`src/rtl/dbg_erase_pkg.sv`:
```
// Package: shared constants and register map for the chip-erase controller.
// Assumes an 8-bit register path and a 64-bit key path.
package dbg_erase_pkg;
    localparam logic [63:0] ERASE_KEY = 64'h4E564D4572617365;
    localparam logic [7:0]  RST_SIG   = 8'h59;
    localparam logic [7:0]  RST_CLR   = 8'h00;

    typedef enum logic [1:0] {
        ADDR_KEY  = 2'd0,
        ADDR_RST  = 2'd1,
        ADDR_STAT = 2'd2,
        ADDR_RSVD = 2'd3
    } reg_addr_e;

    localparam int STAT_LOCK = 0;
    localparam int STAT_FAIL = 1;
    localparam int STAT_BUSY = 2;
endpackage

```
`src/rtl/erase_key_latch.sv`:
```
// Holds the chip-erase key flag. The flag is set by a matching key entry,
// cleared by a mismatching one, and cleared when an erase launches.
// Assumes key_valid_i is a single-cycle strobe.
module erase_key_latch
    import dbg_erase_pkg::*;
(
    input  logic        clk,
    input  logic        rst_n,
    input  logic        key_valid_i,
    input  logic [63:0] key_data_i,
    input  logic        clr_i,
    output logic        flag_o
);
    logic flag_q;

    // Key flag update; a launch clear takes priority over a new entry.
    always_ff @(posedge clk) begin
        if (!rst_n)           flag_q <= 1'b0;
        else if (clr_i)       flag_q <= 1'b0;
        else if (key_valid_i) flag_q <= (key_data_i == ERASE_KEY);
    end

    assign flag_o = flag_q;
endmodule

```
`src/rtl/rst_req_reg.sv`:
```
// Reset-request register. The signature asserts the system reset and zero
// releases it; other values are ignored. It flags the releasing write.
// Assumes wr_i is already qualified by the register address.
module rst_req_reg
    import dbg_erase_pkg::*;
(
    input  logic       clk,
    input  logic       rst_n,
    input  logic       wr_i,
    input  logic [7:0] wdata_i,
    output logic       sys_rst_o,
    output logic       release_o
);
    logic rst_q;

    // Reset state update from signature and clear writes.
    always_ff @(posedge clk) begin
        if (!rst_n)                              rst_q <= 1'b0;
        else if (wr_i && wdata_i == RST_SIG)     rst_q <= 1'b1;
        else if (wr_i && wdata_i == RST_CLR)     rst_q <= 1'b0;
    end

    // Releasing write: clear value while reset is held.
    always_comb release_o = wr_i && (wdata_i == RST_CLR) && rst_q;

    assign sys_rst_o = rst_q;
endmodule

```
`src/rtl/erase_seq.sv`:
```
// Erase sequencer: launches the erase on reset release with a valid key,
// tracks busy with a timeout, and owns the lock and erase-failed flags.
// Assumes done_i/err_i are meaningful only while busy.
module erase_seq #(
    parameter int TIMEOUT_CYC = 4096
) (
    input  logic clk,
    input  logic rst_n,
    input  logic lock_cfg_i,
    input  logic release_i,
    input  logic key_flag_i,
    input  logic done_i,
    input  logic err_i,
    output logic launch_o,
    output logic start_o,
    output logic busy_o,
    output logic lock_o,
    output logic failed_o
);
    localparam int CW = $clog2(TIMEOUT_CYC + 1);
    localparam logic [CW-1:0] CNT_LAST = CW'(TIMEOUT_CYC - 1);

    logic          busy_q, lock_q, failed_q, start_q;
    logic [CW-1:0] cnt_q;

    // Launch condition: idle, reset being released, key present.
    always_comb launch_o = !busy_q && release_i && key_flag_i;

    // Sequencer state, timeout counter and result flags.
    always_ff @(posedge clk) begin
        if (!rst_n) begin
            busy_q   <= 1'b0;
            lock_q   <= lock_cfg_i;
            failed_q <= 1'b0;
            start_q  <= 1'b0;
            cnt_q    <= '0;
        end else begin
            start_q <= 1'b0;
            if (!busy_q) begin
                if (launch_o) begin
                    start_q  <= 1'b1;
                    busy_q   <= 1'b1;
                    lock_q   <= 1'b1;
                    failed_q <= 1'b0;
                    cnt_q    <= '0;
                end
            end else if (done_i) begin
                busy_q <= 1'b0;
                if (err_i) begin
                    failed_q <= 1'b1;
                end else begin
                    lock_q   <= 1'b0;
                    failed_q <= 1'b0;
                end
            end else if (cnt_q == CNT_LAST) begin
                busy_q   <= 1'b0;
                failed_q <= 1'b1;
            end else begin
                cnt_q <= cnt_q + 1'b1;
            end
        end
    end

    assign start_o  = start_q;
    assign busy_o   = busy_q;
    assign lock_o   = lock_q;
    assign failed_o = failed_q;
endmodule

```
`src/rtl/sys_access_gate.sv`:
```
// Answers system-bus requests one cycle later, with an error while locked.
// It changes no state of the controller. Assumes single-cycle requests.
module sys_access_gate (
    input  logic clk,
    input  logic rst_n,
    input  logic req_i,
    input  logic lock_i,
    output logic ack_o,
    output logic err_o
);
    // Registered response with the lock-based error.
    always_ff @(posedge clk) begin
        if (!rst_n) begin
            ack_o <= 1'b0;
            err_o <= 1'b0;
        end else begin
            ack_o <= req_i;
            err_o <= req_i && lock_i;
        end
    end
endmodule

```
`src/rtl/dbg_erase_ctrl.sv`:
```
// Top of the debug chip-erase controller. It decodes register writes,
// muxes register reads, and wires together the key latch, the reset
// register, the erase sequencer and the access gate.
// Assumes one register operation per cycle; reads are combinational.
module dbg_erase_ctrl
    import dbg_erase_pkg::*;
#(
    parameter int TIMEOUT_CYC = 4096
) (
    input  logic        clk,
    input  logic        rst_n,
    input  logic        lock_cfg_i,
    input  logic        key_valid_i,
    input  logic [63:0] key_data_i,
    input  logic        reg_wr_i,
    input  logic [1:0]  reg_addr_i,
    input  logic [7:0]  reg_wdata_i,
    output logic [7:0]  reg_rdata_o,
    input  logic        sys_req_i,
    output logic        sys_ack_o,
    output logic        sys_err_o,
    output logic        sys_rst_o,
    output logic        erase_start_o,
    input  logic        erase_done_i,
    input  logic        erase_err_i,
    output logic        bod_force_o
);
    logic key_flag_w, release_w, launch_w, busy_w, lock_w, failed_w;
    logic rst_wr_w;

    // Write decode for the reset-request register.
    always_comb rst_wr_w = reg_wr_i && (reg_addr_i == ADDR_RST);

    erase_key_latch u_key (
        .clk(clk), .rst_n(rst_n), .key_valid_i(key_valid_i),
        .key_data_i(key_data_i), .clr_i(launch_w), .flag_o(key_flag_w)
    );

    rst_req_reg u_rst (
        .clk(clk), .rst_n(rst_n), .wr_i(rst_wr_w), .wdata_i(reg_wdata_i),
        .sys_rst_o(sys_rst_o), .release_o(release_w)
    );

    erase_seq #(.TIMEOUT_CYC(TIMEOUT_CYC)) u_seq (
        .clk(clk), .rst_n(rst_n), .lock_cfg_i(lock_cfg_i),
        .release_i(release_w), .key_flag_i(key_flag_w),
        .done_i(erase_done_i), .err_i(erase_err_i),
        .launch_o(launch_w), .start_o(erase_start_o), .busy_o(busy_w),
        .lock_o(lock_w), .failed_o(failed_w)
    );

    sys_access_gate u_gate (
        .clk(clk), .rst_n(rst_n), .req_i(sys_req_i), .lock_i(lock_w),
        .ack_o(sys_ack_o), .err_o(sys_err_o)
    );

    // Register read mux.
    always_comb begin
        reg_rdata_o = 8'h00;
        case (reg_addr_i)
            ADDR_KEY:  reg_rdata_o[0] = key_flag_w;
            ADDR_RST:  reg_rdata_o[0] = sys_rst_o;
            ADDR_STAT: begin
                reg_rdata_o[STAT_LOCK] = lock_w;
                reg_rdata_o[STAT_FAIL] = failed_w;
                reg_rdata_o[STAT_BUSY] = busy_w;
            end
            default:   reg_rdata_o = 8'h00;
        endcase
    end

    assign bod_force_o = busy_w;
endmodule

```
`config.mk`:
```
export PLATFORM = sky130hd
export DESIGN_NAME = dbg_erase_ctrl
export DESIGN_NICKNAME = d
export VERILOG_FILES = /design/src/rtl/dbg_erase_pkg.sv /design/src/rtl/erase_key_latch.sv /design/src/rtl/rst_req_reg.sv /design/src/rtl/erase_seq.sv /design/src/rtl/sys_access_gate.sv /design/src/rtl/dbg_erase_ctrl.sv
export SDC_FILE = /design/constraint.sdc
export NUM_CORES = 1
export LEC_CHECK = 0
export BUFFER_PORTS_ARGS = -buffer_cell sky130_fd_sc_hd__buf_2
export CAP_MARGIN = 30
export CORE_UTILIZATION = 44
export DETAILED_ROUTE_END_ITERATION = 8
export GPL_TIMING_DRIVEN = 0
export PLACE_DENSITY_LB_ADDON = 0.12
export RECOVER_POWER = 25
export SYNTH_ARGS = -nofsm -noshare
export SYNTH_HDL_FRONTEND = slang
export SYNTH_SLANG_ARGS = --single-unit
```
`constraint.sdc`:
```
create_clock -name clk -period 4.1 [get_ports clk]
set_clock_uncertainty 0.1 [all_clocks]
set_input_delay 0.41 -clock clk [delete_from_list [all_inputs] [get_ports clk]]
set_output_delay 0.41 -clock clk [all_outputs]
set_load 0.01 [all_outputs]
```
==> results.txt <==
- CTS built an H-tree with a depth of 1.
- After floorplanning, the core was divided into 19 placement rows.
- Number of register bits inferred by synthesis: 21
- Largest family of logic cells by synthesized area: simple AND/OR/NAND/NOR gates
* Share of the synthesized netlist area taken by xor and xnor gates: 0%
- Synthesis handed over a netlist of about 160 instances.
- Together, buffers and inverters on the worst path number 1.
- The first global-routing pass estimated 6.24 mm of wire.
- The tree is rooted in a sky130_fd_sc_hd__clkbuf_4.
* Post-synthesis cell area: 0.00134 sq mm
* I/O pin cnt: 95
* Worst slack at placement: between 1.5 and 2 ns
- Combinational share of power: 16.6%
- Yosys attributes the largest share of cell area to sky130_fd_sc_hd__dfxtp_1 (30%), sky130_fd_sc_hd__nand2_1 (4.5%), sky130_fd_sc_hd__nand4_1 (3.7%), sky130_fd_sc_hd__nor4bb_1 (3.7%), sky130_fd_sc_hd__nand3_1 (3.0%).
- Actual slew at the worst max-slew pin: 0.519 ns
- Summing the areas of all fa, ha and maj instances in the mapped netlist gives 0.936% of the synthesized area.
- Summing the sequential cell areas from Yosys gives 32.2% of the chip area.
- # resized after CTS: 0
* Number of flops mapped to enable cells by yosys: 1
* Fraction of layout cells with a size suffix above 1: between 40% and 50%
- Pwr per Cell Area: 199 mW/mm^2
* Die Footprint: 0.00326 sq mm
* Clock Power Share: 27.1%
- The die is 57.1 um wide.
- Final critical path time including I/O delays and setup: 2.14 ns
- Number of clock sinks: 21
- Area growth from synthesis to layout: 38.6%
- Number of global-route vias before repair: between 1500 and 2000
- The slowest stage of the critical path is the sky130_fd_sc_hd__nor4_4 cell.
* Worst vdd rail ir drop: 0.0965 mV
- Final hold viol count: 0
* Leakage: 0.810 nW
- Of the total synthesized cell area, the portion taken by AND, OR, NAND and NOR gates is 43.7%.
- The pre-antenna-repair detailed-routing pass consisted of 6 iterations.
- Async SR Flop Fraction: 0%
- Y dimension of the die: 57.1 um
- In the finished design, the share of the clock period the worst path needs comes to 52.2%.
- The net count of the finished layout is 342.
- The tightest min-delay check is of the in2reg type.
- In this run the biggest area consumer among cell types represents 30.0% of the synthesized area.
- Walking the worst path, the cells encountered are ha_1 -> nand3_2 -> nor4_4 -> or2_2 -> clkbuf_1 -> nor2_1 -> o211a_1.
- Final worst slack: 1.96 ns
- Initial antenna violation count: 0
- Largest incremental delay on the critical path: 0.43 ns
* Cell variety after synth: 51
- Once the clock tree was built, the setup fixing pass inserted 0 buffers.
* Proportion of total power due to net switching: a little under a quarter
- Global routing consumed, over all layers together, 24.2% of the routing resources.
- Based on the critical path, the design can be clocked at up to 468 MHz.
- TritonCTS created 3 clock buffers.
* Routability Congestion: 0.813
* Count of port buffers added during placement: 88
* Setup repair after global routing missed its margin: false
- Clock tree from TritonCTS: built
- Setup total negative slack on the finished layout was measured at 0 ns.
- GRT overflow: 0
- The worst setup path is launched from a register.
* Detailed-route vias per instance: 5.50
- Summed over all instances, the cell type with the most area after synthesis is sky130_fd_sc_hd__dfxtp_1.
- For this run, design rule violations remaining after detail routing come to 4.
- Antenna-violating nets left: 0
- Outcome: finished with violations
* Synth top cells by count: sky130_fd_sc_hd__dfxtp_1 (20), sky130_fd_sc_hd__nand2_1 (16), sky130_fd_sc_hd__nor2_1 (9)
- The detailed router placed 1590 vias in this run.
* Crit path max-delay family: simple AND/OR/NAND/NOR gates
* Violations in the final reports: DRC
* Fraction of the mapped netlist area in compound gates: around 15%
- Count of final max-slew check failures: 0
* DRC violation total after the first TritonRoute iteration: 69
- Headroom to the max-slew limit: between 60 and 70%
- Leading register cell type out of synthesis: sky130_fd_sc_hd__dfxtp_1
- The internal portion of the total power is 0.283 mW.
- Critical path class: reg2reg
- The number of hold buffers added after CTS was 0.
- Count of warnings emitted by yosys: 0
- Average instance area after synthesis: between 8 and 9 sq um
- Summed over all nets, the half-perimeter wirelength after detailed placement is 2.98 mm.
* Final setup viols: 0
* Crit path arrival time: 2.25 ns
* Data required time at the worst endpoint: about 4.2 ns
* Type of destination of the critical path: register
- The longest clock path from root to sink contains 2 buffers.
- Max-capacitance violation count: 0
- Of the post-synthesis cell area, the part taken by muxes is 2.43%.
- Clock-pin slew of the registers on the worst-case setup and hold paths: 0.12 ns
- Average routed wire per standard cell: about 12 um
- Source-to-sink clock delay at the later pin of the worst-skew pair: ~0.30 ns
* Most used standard cell by instance count after synthesis: sky130_fd_sc_hd__dfxtp_1
* Pin count of the biggest net entering global routing: 12
- Core footprint: 0.00281 sq mm
* Initial Util: between 40% and 50%
* Ant. Diodes: 0
* Part of the total power dissipated in sequential elements: 56.3%
* Wire length after detailed routing: roughly 3.6 mm
- Psw: 0.0859 mW
- Of all nets on the critical path, the largest fanout is 8.
## power by group through the flow
stage               clock [mW]  sequential, mW  combinational, mW
finish                   0.100           0.208             0.0613
global route             0.114           0.208             0.0678
CTS                      0.104           0.208             0.0617
detailed placement           0           0.212             0.0615
global placement             0           0.212             0.0604
floorplan                    0           0.213             0.0196
## registers in the layout, indices dropped and copies added, names as in the netlist
name	cells
u_gate.err_o	1
u_gate.ack_o	1
u_rst.sys_rst_o	1
u_seq.lock_o	1
u_seq.busy_o	1
u_seq.start_o	1
u_key.flag_o	1
u_seq.cnt_q	13
u_seq.failed_o	1
## routing by layer
layer  global-route usage, %  wire, um  vias up
li1                        -         -      802
met1                    28.5      1500      718
met2                    44.5      1820       63
met3                    3.40       211        7
met4                    9.06        65        0
met5                       0         0        -
## placed cells by master (no fill, tap or decap), types with 2 or more instances in the layout
master	instances
sky130_fd_sc_hd__clkbuf_4	3
sky130_fd_sc_hd__clkbuf_1	9
sky130_fd_sc_hd__nor2b_1	2
sky130_fd_sc_hd__nor3b_1	3
sky130_fd_sc_hd__nand2b_1	2
sky130_fd_sc_hd__a21boi_0	2
sky130_fd_sc_hd__dfxtp_1	20
sky130_fd_sc_hd__nor4_1	4
sky130_fd_sc_hd__buf_2	85
sky130_fd_sc_hd__a21oi_1	6
sky130_fd_sc_hd__inv_1	4
sky130_fd_sc_hd__nor2_1	9
sky130_fd_sc_hd__buf_4	5
sky130_fd_sc_hd__o21a_1	2
sky130_fd_sc_hd__o2111ai_1	3
sky130_fd_sc_hd__mux2_2	2
sky130_fd_sc_hd__or4_1	2
sky130_fd_sc_hd__nand3_2	2
sky130_fd_sc_hd__nand4b_1	2
sky130_fd_sc_hd__nor4b_1	4
sky130_fd_sc_hd__nand3_1	8
sky130_fd_sc_hd__nor3_1	8
sky130_fd_sc_hd__o211ai_1	3
sky130_fd_sc_hd__o21ai_0	7
sky130_fd_sc_hd__conb_1	5
sky130_fd_sc_hd__nor4bb_1	5
sky130_fd_sc_hd__nand4_1	8
sky130_fd_sc_hd__nand3b_1	2
sky130_fd_sc_hd__nand2_1	16
sky130_fd_sc_hd__and3_1	3
## metrics by stage
step	hold slack [ns]	instance area (sq um)	utilization, %	power [mW]	instances
final	0.214	1850	66.0	0.369	289
after global routing	0.219	1850	66.0	0.390	289
after CTS	0.214	1860	66.2	0.374	289
after detailed placement	0.345	1830	65.3	0.274	285
after global placement	0.336	1830	65.3	0.273	285
after floorplan	0.323	1350	-	0.232	166
## final timing paths
check,start,end,slack (ns),depth (start not counted)
min reg2reg,u_seq.cnt_q[12],u_seq.cnt_q[12],0.36,2
max,u_seq.cnt_q[0],u_seq.cnt_q[7],1.96,7
min,sys_req_i,u_gate.ack_o,0.21,2
max reg2reg,u_seq.cnt_q[0],u_seq.cnt_q[7],1.96,7
## cell families after synthesis
| family | Yosys count |
|---|---|
| fa+ha+maj | 1 |
| compound gates | 29 |
| buf+inv | 15 |
| simple gates | 92 |
| mux | 3 |
| flops | 21 |
| other cells | 1 |
## worst reg2reg max path: stages (launching register included)
cell and delay (ns):
sky130_fd_sc_hd__dfxtp_1 0.39, sky130_fd_sc_hd__ha_1 0.22, sky130_fd_sc_hd__nand3_2 0.19, sky130_fd_sc_hd__nor4_4 0.43, sky130_fd_sc_hd__or2_2 0.17, sky130_fd_sc_hd__clkbuf_1 0.26, sky130_fd_sc_hd__nor2_1 0.09, sky130_fd_sc_hd__o211a_1 0.20
## area by class of cell
type,count,area (sq um)
clock buffers,4,26.3
flip-flops and latches,21,430
fillers,275,953
well taps,31,38.8
multi-input cells,130,843
plain buffers,11,62.6
repair buffers,88,435
inverters,4,15.0
Power figures use the tool's default switching activity.
